### config.mk
export PLATFORM = sky130hd
export DESIGN_NAME = am_road_finder
export DESIGN_NICKNAME = d
export VERILOG_FILES = /design/src/rtl/am_road_pkg.sv /design/src/rtl/am_pattern_cell.sv /design/src/rtl/am_lowest_first.sv /design/src/rtl/am_readout_ctrl.sv /design/src/rtl/am_road_finder.sv
export SDC_FILE = /design/constraint.sdc
export NUM_CORES = 2
export LEC_CHECK = 0
export BUFFER_PORTS_ARGS = -buffer_cell sky130_fd_sc_hd__buf_4
export CORE_AREA = 2 2 370 372
export CTS_CLUSTER_DIAMETER = 60
export DETAILED_ROUTE_END_ITERATION = 12
export DIE_AREA = 0 0 372 374
export GPL_TIMING_DRIVEN = 0
export MAX_ROUTING_LAYER = met4
export PLACE_DENSITY = 0.69
export RECOVER_POWER = 100
export SYNTH_ARGS = -nofsm -noshare
export SYNTH_HDL_FRONTEND = slang
export SYNTH_SLANG_ARGS = --single-unit
### constraint.sdc
create_clock -name clk -period 4.9 [get_ports clk]
set_input_delay 0.98 -clock clk [delete_from_list [all_inputs] [get_ports clk]]
set_output_delay 0.98 -clock clk [all_outputs]
set_load 0.01 [all_outputs]
### src/rtl/am_road_pkg.sv
package am_road_pkg;

    localparam int unsigned NUM_LAYERS = 8;
    localparam int unsigned LAYER_W    = $clog2(NUM_LAYERS);
    localparam int unsigned COORD_W    = 12;
    localparam int unsigned SS_DROP    = 4;
    localparam int unsigned SS_W       = COORD_W - SS_DROP;
    localparam int unsigned CNT_W      = $clog2(NUM_LAYERS + 1);

    typedef logic [SS_W-1:0]    ss_t;
    typedef logic [LAYER_W-1:0] layer_t;
    typedef logic [CNT_W-1:0]   cnt_t;

    typedef struct packed {
        layer_t layer;
        ss_t    ss;
    } ss_hit_t;

    typedef enum logic [1:0] {
        ST_ACCEPT  = 2'd0,
        ST_LATCH   = 2'd1,
        ST_READOUT = 2'd2
    } ro_state_e;

    function automatic ss_t coord_to_ss(input logic [COORD_W-1:0] coord);
        return coord[COORD_W-1:SS_DROP];
    endfunction

    function automatic cnt_t count_flags(input logic [NUM_LAYERS-1:0] f);
        cnt_t n;
        n = '0;
        for (int i = 0; i < NUM_LAYERS; i++) begin
            n = n + cnt_t'(f[i]);
        end
        return n;
    endfunction

endpackage

### src/rtl/am_pattern_cell.sv
module am_pattern_cell
    import am_road_pkg::*;
(
    input  logic    clk,
    input  logic    rst,
    input  logic    wr_en,
    input  layer_t  wr_layer,
    input  ss_t     wr_ss,
    input  logic    hit_en,
    input  ss_hit_t hit,
    input  logic    clear,
    input  cnt_t    threshold,
    output logic    is_road
);

    ss_t                   stored [NUM_LAYERS];
    logic [NUM_LAYERS-1:0] flags;

    always_ff @(posedge clk) begin
        if (rst) begin
            for (int l = 0; l < NUM_LAYERS; l++) begin
                stored[l] <= '0;
            end
        end else if (wr_en) begin
            stored[wr_layer] <= wr_ss;
        end
    end

    always_ff @(posedge clk) begin
        if (rst || clear) begin
            flags <= '0;
        end else if (hit_en && (stored[hit.layer] == hit.ss)) begin
            flags[hit.layer] <= 1'b1;
        end
    end

    always_comb begin
        is_road = (count_flags(flags) >= threshold);
    end

endmodule

### src/rtl/am_lowest_first.sv
module am_lowest_first #(
    parameter int unsigned N = 16,
    parameter int unsigned W = $clog2(N)
) (
    input  logic [N-1:0] req,
    output logic         any,
    output logic [W-1:0] idx
);

    always_comb begin
        any = |req;
        idx = '0;
        for (int i = N - 1; i >= 0; i--) begin
            if (req[i]) begin
                idx = W'(i);
            end
        end
    end

endmodule

### src/rtl/am_readout_ctrl.sv
module am_readout_ctrl
    import am_road_pkg::*;
#(
    parameter int unsigned NUM_PATTERNS = 16,
    parameter int unsigned PAT_W        = $clog2(NUM_PATTERNS)
) (
    input  logic                    clk,
    input  logic                    rst,
    input  logic                    in_valid,
    input  logic                    in_last,
    input  logic [NUM_PATTERNS-1:0] road_vec,
    output logic                    in_ready,
    output logic                    accept,
    output logic                    clear_flags,
    output logic                    road_valid,
    output logic [PAT_W-1:0]        road_id,
    output logic                    done
);

    ro_state_e               state;
    logic [NUM_PATTERNS-1:0] pending;
    logic                    pend_any;
    logic [PAT_W-1:0]        pend_idx;

    am_lowest_first #(
        .N(NUM_PATTERNS),
        .W(PAT_W)
    ) enc_i (
        .req(pending),
        .any(pend_any),
        .idx(pend_idx)
    );

    always_comb begin
        in_ready    = (state == ST_ACCEPT);
        accept      = in_valid && in_ready;
        road_valid  = (state == ST_READOUT) && pend_any;
        road_id     = pend_idx;
        done        = (state == ST_READOUT) && !pend_any;
        clear_flags = done;
    end

    always_ff @(posedge clk) begin
        if (rst) begin
            state   <= ST_ACCEPT;
            pending <= '0;
        end else begin
            case (state)
                ST_ACCEPT: begin
                    if (accept && in_last) begin
                        state <= ST_LATCH;
                    end
                end
                ST_LATCH: begin
                    pending <= road_vec;
                    state   <= ST_READOUT;
                end
                ST_READOUT: begin
                    if (pend_any) begin
                        pending[pend_idx] <= 1'b0;
                    end else begin
                        state <= ST_ACCEPT;
                    end
                end
                default: state <= ST_ACCEPT;
            endcase
        end
    end

endmodule

### src/rtl/am_road_finder.sv
module am_road_finder
    import am_road_pkg::*;
#(
    parameter int unsigned NUM_PATTERNS = 16,
    localparam int unsigned PAT_W       = $clog2(NUM_PATTERNS)
) (
    input  logic               clk,
    input  logic               rst,
    input  logic               in_valid,
    output logic               in_ready,
    input  logic [LAYER_W-1:0] in_layer,
    input  logic [COORD_W-1:0] in_coord,
    input  logic               in_last,
    input  logic               wr_en,
    input  logic [PAT_W-1:0]   wr_addr,
    input  logic [LAYER_W-1:0] wr_layer,
    input  logic [SS_W-1:0]    wr_ss,
    input  logic [CNT_W-1:0]   threshold,
    output logic               road_valid,
    output logic [PAT_W-1:0]   road_id,
    output logic               done
);

    ss_hit_t                 hit;
    logic                    accept;
    logic                    clear_flags;
    logic [NUM_PATTERNS-1:0] road_vec;

    always_comb begin
        hit.layer = in_layer;
        hit.ss    = coord_to_ss(in_coord);
    end

    for (genvar p = 0; p < NUM_PATTERNS; p++) begin : g_pat
        am_pattern_cell cell_i (
            .clk      (clk),
            .rst      (rst),
            .wr_en    (wr_en && (wr_addr == PAT_W'(p))),
            .wr_layer (wr_layer),
            .wr_ss    (wr_ss),
            .hit_en   (accept),
            .hit      (hit),
            .clear    (clear_flags),
            .threshold(threshold),
            .is_road  (road_vec[p])
        );
    end

    am_readout_ctrl #(
        .NUM_PATTERNS(NUM_PATTERNS),
        .PAT_W       (PAT_W)
    ) ctrl_i (
        .clk        (clk),
        .rst        (rst),
        .in_valid   (in_valid),
        .in_last    (in_last),
        .road_vec   (road_vec),
        .in_ready   (in_ready),
        .accept     (accept),
        .clear_flags(clear_flags),
        .road_valid (road_valid),
        .road_id    (road_id),
        .done       (done)
    );

endmodule

== Word-level counts from Yosys, hierarchy flattened ==
Memories as Yosys holds them, arrays and structs flattened.
Cells that the tools add are included.

* Add/sub/neg operators: 112
* Order comparisons: 20
* Equality and inequality tests: 36
* Mux-type cells: 123
* Bitwise logic cells: 18
* Reduce and logical (&&, ||, !) cells: 62

{| class="wikitable"
|+ Operators with widths
! operator !! number
|-
| 4-bit by 1-bit adder with 4-bit output || 96
|-
| 8-bit == test || 16
|-
| 8-bit 2-to-1 mux || 16
|-
| 8-bit bitwise OR || 16
|-
| 8-bit OR reduction || 16
|-
| 1-bit 2-to-1 mux || 68
|-
| 4-bit greater-or-equal comparator || 16
|-
| 4-bit 2-to-1 mux || 16
|-
| 3-bit 2-to-1 mux || 16
|-
| 1-bit logical AND || 38
|-
| 1-bit by 1-bit adder with 2-bit output || 16
|-
| 4-bit == test, second input constant || 8
|-
| 16-bit one-hot mux with 2 select lines || 1
|-
| 16-bit bitwise AND || 1
|-
| 4-bit by 3-bit == test with 1-bit output, second input constant || 4
|-
| 16-bit 2-to-1 mux || 1
|-
| 16-bit NOT || 1
|-
| 16-bit OR reduction || 1
|-
| 4-bit by 2-bit == test with 1-bit output, second input constant || 2
|-
| 2-bit one-hot mux with 3 select lines || 1
|-
| 4-bit by 5-bit < comparator with 1-bit output, second input constant || 1
|-
| 1-bit demux with 4-bit select || 1
|-
| 4-bit by 1-bit == test with 1-bit output, second input constant || 1
|-
| 4-bit by 1-bit greater-or-equal comparator with 1-bit output, second input constant || 1
|-
| 14 further kinds || 17
|}

* Bits in registers: 146
* Bits in writable memories: 1024
* Input bits: 39
* Output and inout bits: 7
* Word-level logic and storage cells: 405
* Memories kept: 16

{| class="wikitable"
|+ Memory list
! name !! depth !! bits a word !! read ports !! clocked after memory_dff !! wr ports !! line !! source
|-
| g_pat[0].cell_i.stored || 8 || 8 || 1 || 0 || 8 || am_pattern_cell.sv:16 || <nowiki>ss_t stored [NUM_LAYERS];</nowiki>
|-
| g_pat[10].cell_i.stored || 8 || 8 || 1 || 0 || 8 || am_pattern_cell.sv:16 ||
|-
| g_pat[11].cell_i.stored || 8 || 8 || 1 || 0 || 8 || am_pattern_cell.sv:16 ||
|-
| g_pat[12].cell_i.stored || 8 || 8 || 1 || 0 || 8 || am_pattern_cell.sv:16 ||
|-
| g_pat[13].cell_i.stored || 8 || 8 || 1 || 0 || 8 || am_pattern_cell.sv:16 ||
|-
| g_pat[14].cell_i.stored || 8 || 8 || 1 || 0 || 8 || am_pattern_cell.sv:16 ||
|-
| +10 memories || n/a || n/a || n/a || n/a || n/a || n/a ||
|}

== Longest topological paths before layout ==
* Depth after elaboration: 24
* Gate-level depth with buffers: 15
* Mapped depth without buffers: 15

== By module ==
Synthesis repeated with hierarchy kept, for this count alone.

* Cells, all modules: 5175
* Area, all modules: 60767.0 um^2

{| class="wikitable"
|+ Modules (own cells, without submodules)
! module !! times used !! cells an instance !! area each (um^2) !! sequential area each (um^2)
|-
| am_pattern_cell || 16 || 315 || 3728.6 || 2082.0
|-
| am_readout_ctrl || 1 || 78 || 815.8 || 360.3
|-
| am_lowest_first || 1 || 34 || 176.4 || 0.0
|-
| am_road_finder || 1 || 23 || 117.6 || 0.0
|}

== Worst setup path after synthesis ==
No wires, ideal clock.

* Path kind: reg2reg
* From: register g_pat[14].cell_i.flags[0]
* To: register ctrl_i.pending[14]
* Setup time: 0.129 ns
* Data arrival time: 3.404 ns
* Data required time: 4.771 ns
* Path slack: 1.366 ns
* Stages on the path, launching flop included: 15
* Path buffers: 0
* Period minus slack after synthesis: 3.534 ns
* Cells stage by stage: dfxtp_1 > ha_1 > inv_1 > fa_1 > fa_1 > fa_1 > fa_1 > inv_1 > ha_1 > a21o_1 > a21o_1 > a21oi_1 > nor2_1 > a21oi_1 > o22ai_1

* Cells in the longest elaborated chain, start to end: 9

{| class="wikitable"
|+ Ends and longest elaborated chain
! element !! line !! source
|-
| start: declaration || am_pattern_cell.sv:17 || <nowiki>logic [NUM_LAYERS-1:0] flags;</nowiki>
|-
| start signal: assignment || am_pattern_cell.sv:31 || <nowiki>flags <= '0;</nowiki>
|-
| start signal: indexed assignment || am_pattern_cell.sv:33 || <nowiki>flags[hit.layer] <= 1'b1;</nowiki>
|-
| 1-bit by 1-bit adder with 2-bit output || am_road_pkg.sv:33 || <nowiki>n = n + cnt_t'(f[i]);</nowiki>
|-
| 4-bit by 1-bit adder with 4-bit output (6 in series) || am_road_pkg.sv:33 ||
|-
| 4-bit greater-or-equal comparator || am_pattern_cell.sv:38 || <nowiki>is_road = (count_flags(flags) >= threshold);</nowiki>
|-
| 16-bit one-hot mux with 2 select lines || am_readout_ctrl.sv:48 || <nowiki>case (state)</nowiki>
|-
| end signal: assignment || am_readout_ctrl.sv:55 || <nowiki>pending <= road_vec;</nowiki>
|-
| end: declaration || am_readout_ctrl.sv:21 || <nowiki>logic [NUM_PATTERNS-1:0] pending;</nowiki>
|}

No other way between the ends.
A chain may end at the register's enable or synchronous reset.

== Worst setup path in the final report ==
* From: input port in_layer[1]
* To: register g_pat[2].cell_i.flags[2]

* Cells in the longest elaborated chain, start to end: 5
* Elaborated cells between the ends (all ways): 9
* Those cells by class: order compare: 2; eq/ne: 1; mux: 2; bitwise: 1; reduce/logical: 2; memory: 1

{| class="wikitable"
|+ Ends and longest elaborated chain
! element !! line !! source
|-
| start: declaration || am_road_finder.sv:11 || <nowiki>input logic [LAYER_W-1:0] in_layer,</nowiki>
|-
| 3-bit by 4-bit < comparator with 1-bit output (not written as such) or 3-bit by 1-bit greater-or-equal comparator with 1-bit output (tied branches) || am_pattern_cell.sv:33 ||
|-
| 1-bit logical AND (not written as such) || am_pattern_cell.sv:33 ||
|-
| 1-bit 2-to-1 mux (not written as such) || am_pattern_cell.sv:33 ||
|-
| 1-bit demux with 3-bit select || n/a ||
|-
| 8-bit bitwise OR (no source line) || n/a ||
|-
| end signal: assignment || am_pattern_cell.sv:31 ||
|-
| end signal: indexed assignment || am_pattern_cell.sv:33 ||
|-
| end: declaration || am_pattern_cell.sv:17 ||
|}

Parallel ways exist; a longest one is shown, timed or not.

==> impl_metrics.csv <==
group,metric,value,unit
status,status,"complete, but fails checks",
status,violations,"capacitance limit, slew limit, setup timing",
die,row_count,135,
worst_setup_path,crit_top_cell,"buf_4",
placement,dp.cells,6372,
routing,drt-total-wl,243000,µm
clocking,tritoncts,"done",
synth,ys.flop_type,"edfxtp_1",
final_layout,final_nets,4937,
routing,final_antenna_net_count,0,
clocking,root_buffer,"clkbuf_16",
die,dieArea,139000,µm²
synth,synth_edf_count,1024,
placement,dp_hpwl,167000,µm
clocking,cts_inserted_buffers,131,
final_layout,multi_input_area,22000,µm²
worst_setup_path,crit_path_start_kind,"input pin",
worst_setup_path,cp_slowest_cell,"nand4_1",
worst_setup_path,crit_chain,"buf_4, buf_6, buf_4, buf_4, buf_4, buf_4, buf_2, buf_2, nand2_1, nor2_4, nand4_1, o21ai_0",
final_layout,layout-drive-gt1-share,0.101,
timing,finalHoldViolCount,0,
synth,ys_warn_count,0,
timing,fin_tns_setup,-17.83,ns
final_layout,regArea,33700,µm²
synth,seq_area_frac_synth,0.583,
timing,relSlewSlack,-0.453,
grt,overflow,0,
timing,finalSetupViolCount,216,
grt,grtUsageTotal,0.355,
worst_setup_path,critPathMaxStageDelay,0.61,ns
timing,clock_skew,0.0356,ns
final_layout,post-route-util,0.478,
grt,grt_pass1_vias,39800,
clocking,clk_path_buf_depth,3,
clocking,clock_sinks,1170,
synth,postSynthNetCount,4779,
routing,firstDrtPassIters,7,
clocking,htreeDepth,4,
grt,antenna_found_initial,49,
routing,vias,42400,
synth,avgSynthCellArea,12.6,µm²
power_and_ir_drop,power_density,367,nW/µm²
die,fp.dieH,374,µm
final_layout,area_growth,11.8,%
power_and_ir_drop,seqPwrFrac,0.483,
worst_setup_path,crit_fanout,10,
power_and_ir_drop,peakVddDrop,0.353,mV
power_and_ir_drop,p_sw,6.34,mW
die,coreArea,135000,µm²
placement,dp_slack,-1.66,ns
clocking,clk_latency,0.81,ns
die,io-pin-count,46,
synth,syn_inst,4564,
final_layout,fin_area,64500,µm²
grt,grt_first_pass_wirelength,326000,µm
routing,wl_per_cell,36.5,µm
grt,grt_max_degree,20,
synth,syn_area,57700,µm²
placement,gp_congestion,1.07,
routing,drc,0,
power_and_ir_drop,power.share.clock,0.413,
power_and_ir_drop,switching_share,0.268,
final_layout,layout.cells.non_filler,6652,
placement,io_buffers,20,
synth,ys_types,77,
worst_setup_path,critPathKind,"input pin to flip-flop",
worst_setup_path,crit_arrival,5.84,ns
synth,ys_ff_latch,1170,
final_layout,fill_cells,12000,
clocking,clk_pin_slew,0.06,ns
placement,postPlaceCellArea,60300,µm²
timing,tightest_slew,2.18,ns
routing,vias_per_cell,6.37,
job,maxCapViolations,23,
timing,fmax,195,MHz
die,start_util,0.428,
worst_setup_path,critPathCaptureType,"flip-flop",
synth,async_flop_share,0,
timing,timing.final.crit_share,1.05,
min_path,min_path_type,"flip-flop to flip-flop",
timing,slew_viol_final,242,
power_and_ir_drop,combPwrFrac,0.104,
die,die_x,372,µm
timing,post-route-min-period,5.14,ns
power_and_ir_drop,p_int,17.4,mW
timing,setup_slack,-0.237,ns
routing,drtIter0Drc,7511,
worst_setup_path,required,5.61,ns
clocking,ctsHoldBuffers,0,
power_and_ir_drop,p_leak,22.0,nW
-- layer usage --
layer | global-route usage | vias up | routed length, µm
met1 | 0.436 | 21100 | 85400
met3 | 0.118 | 879 | 35400
met4 | 0.215 | 0 | 18600
met2 | 0.505 | 3606 | 103000
li1 | - | 16800 | -
met5 | - | - | 0
-- logic make-up (layout without fill, tap and decap cells) --
logic type,count (synthesis),count (layout),synth area share
other cells,0,49,0
simple gates,1653,1653,0.167
mux,308,308,0.0681
buf+inv,514,772,0.0364
xor+xnor,140,140,0.0212
flops,1170,1170,0.583
fa+ha+maj,176,176,0.0465
compound gates,603,603,0.0778
-- metrics by stage --
step | hold slack [ns] | power (mW)
3_3_place_gp | 0.434 | 13.9
5_1_grt | 0.483 | 24.0
4_1_cts | 0.454 | 23.5
6_report | 0.451 | 23.7
2_1_floorplan | 0.420 | 12.8
3_5_place_dp | 0.441 | 14.0
-- final cells by class --
cell class                 instances  area share
timing repair buffer              30     0.00359
buffer                           318      0.0221
tap                             1781      0.0345
inverter                         191      0.0111
clock buffer                     167      0.0543
multi-input combinational       2880       0.341
sequential                      1170       0.522
clock inverter                    66     0.00944
antenna                           49     0.00190
-- cell usage after synthesis, drive strengths merged, types with 42 or more instances --
cell    instances  area [µm²]
ha            112        1400
a221oi        101         885
mux2           94        1060
a21oi          57         285
xnor2          73         639
fa             64        1280
nor2b          42         263
buf           114         601
xor2           67         587
edfxtp       1024       30700
dfxtp         146        2920
inv           191         717
o22ai          97         638
or2           133         832
nand2         103         387
mux2i         156        1560
nor2          194         728
a22oi          68         510
mux4           58        1310
and2         1031        6450
clkbuf        209         785
o21ai          66         338
-- cells in the final DEF, fill, tap and decap left out, drive strengths merged, types with 18 or more instances in the layout --
cell type / count
a21oi: 57
a221o: 29
a221oi: 101
a22o: 33
a22oi: 68
and2: 1031
buf: 116
clkbuf: 394
clkinv: 41
dfxtp: 146
diode: 49
edfxtp: 1024
fa: 64
ha: 112
inv: 201
mux2: 94
mux2i: 156
mux4: 58
nand2: 103
nand2b: 27
nand3: 27
nor2: 194
nor2b: 42
nor3: 24
nor4: 18
o21a: 23
o21ai: 66
o22ai: 97
or2: 133
xnor2: 73
xor2: 67
-- registers in the layout, indices dropped and copies added, names as in the netlist --
name	cells
ctrl_i.pending	16
g_pat.cell_i.stored	1024
ctrl_i.state	2
g_pat.cell_i.flags	128
-- critical path: cells and delay by family --
family / cells / cell delay, ns
compound gates: 1 / 0.23
simple gates: 3 / 1.55
buf+inv: 8 / 2.99
-- path summary, 6_finish.rpt --
kind                            start  slack [ns]  depth (start not counted)                        to
max                       in_layer[1]       -0.24                         12  g_pat[2].cell_i.flags[2]
min          g_pat[4].cell_i.flags[6]        0.45                          2  g_pat[4].cell_i.flags[6]
max reg2reg           ctrl_i.state[0]        0.86                          8  g_pat[6].cell_i.flags[1]
min reg2reg  g_pat[4].cell_i.flags[6]        0.45                          2  g_pat[4].cell_i.flags[6]
-- power by group through the flow --
stage	clock network, mW	registers (mW)	logic [mW]
after floorplan	0	11.5	1.23
after global placement	0	11.6	2.29
after CTS	9.69	11.4	2.34
final	9.79	11.4	2.47
after global routing	10.1	11.5	2.44
after detailed placement	0	11.6	2.33
-- what timing repair did --
action,4_1_cts,5_1_grt
setup buffers,2,1
setup endpoints to repair,54,32
gates resized for setup,24,13
pin swaps,2,1
(Power assumes the default switching activity.)
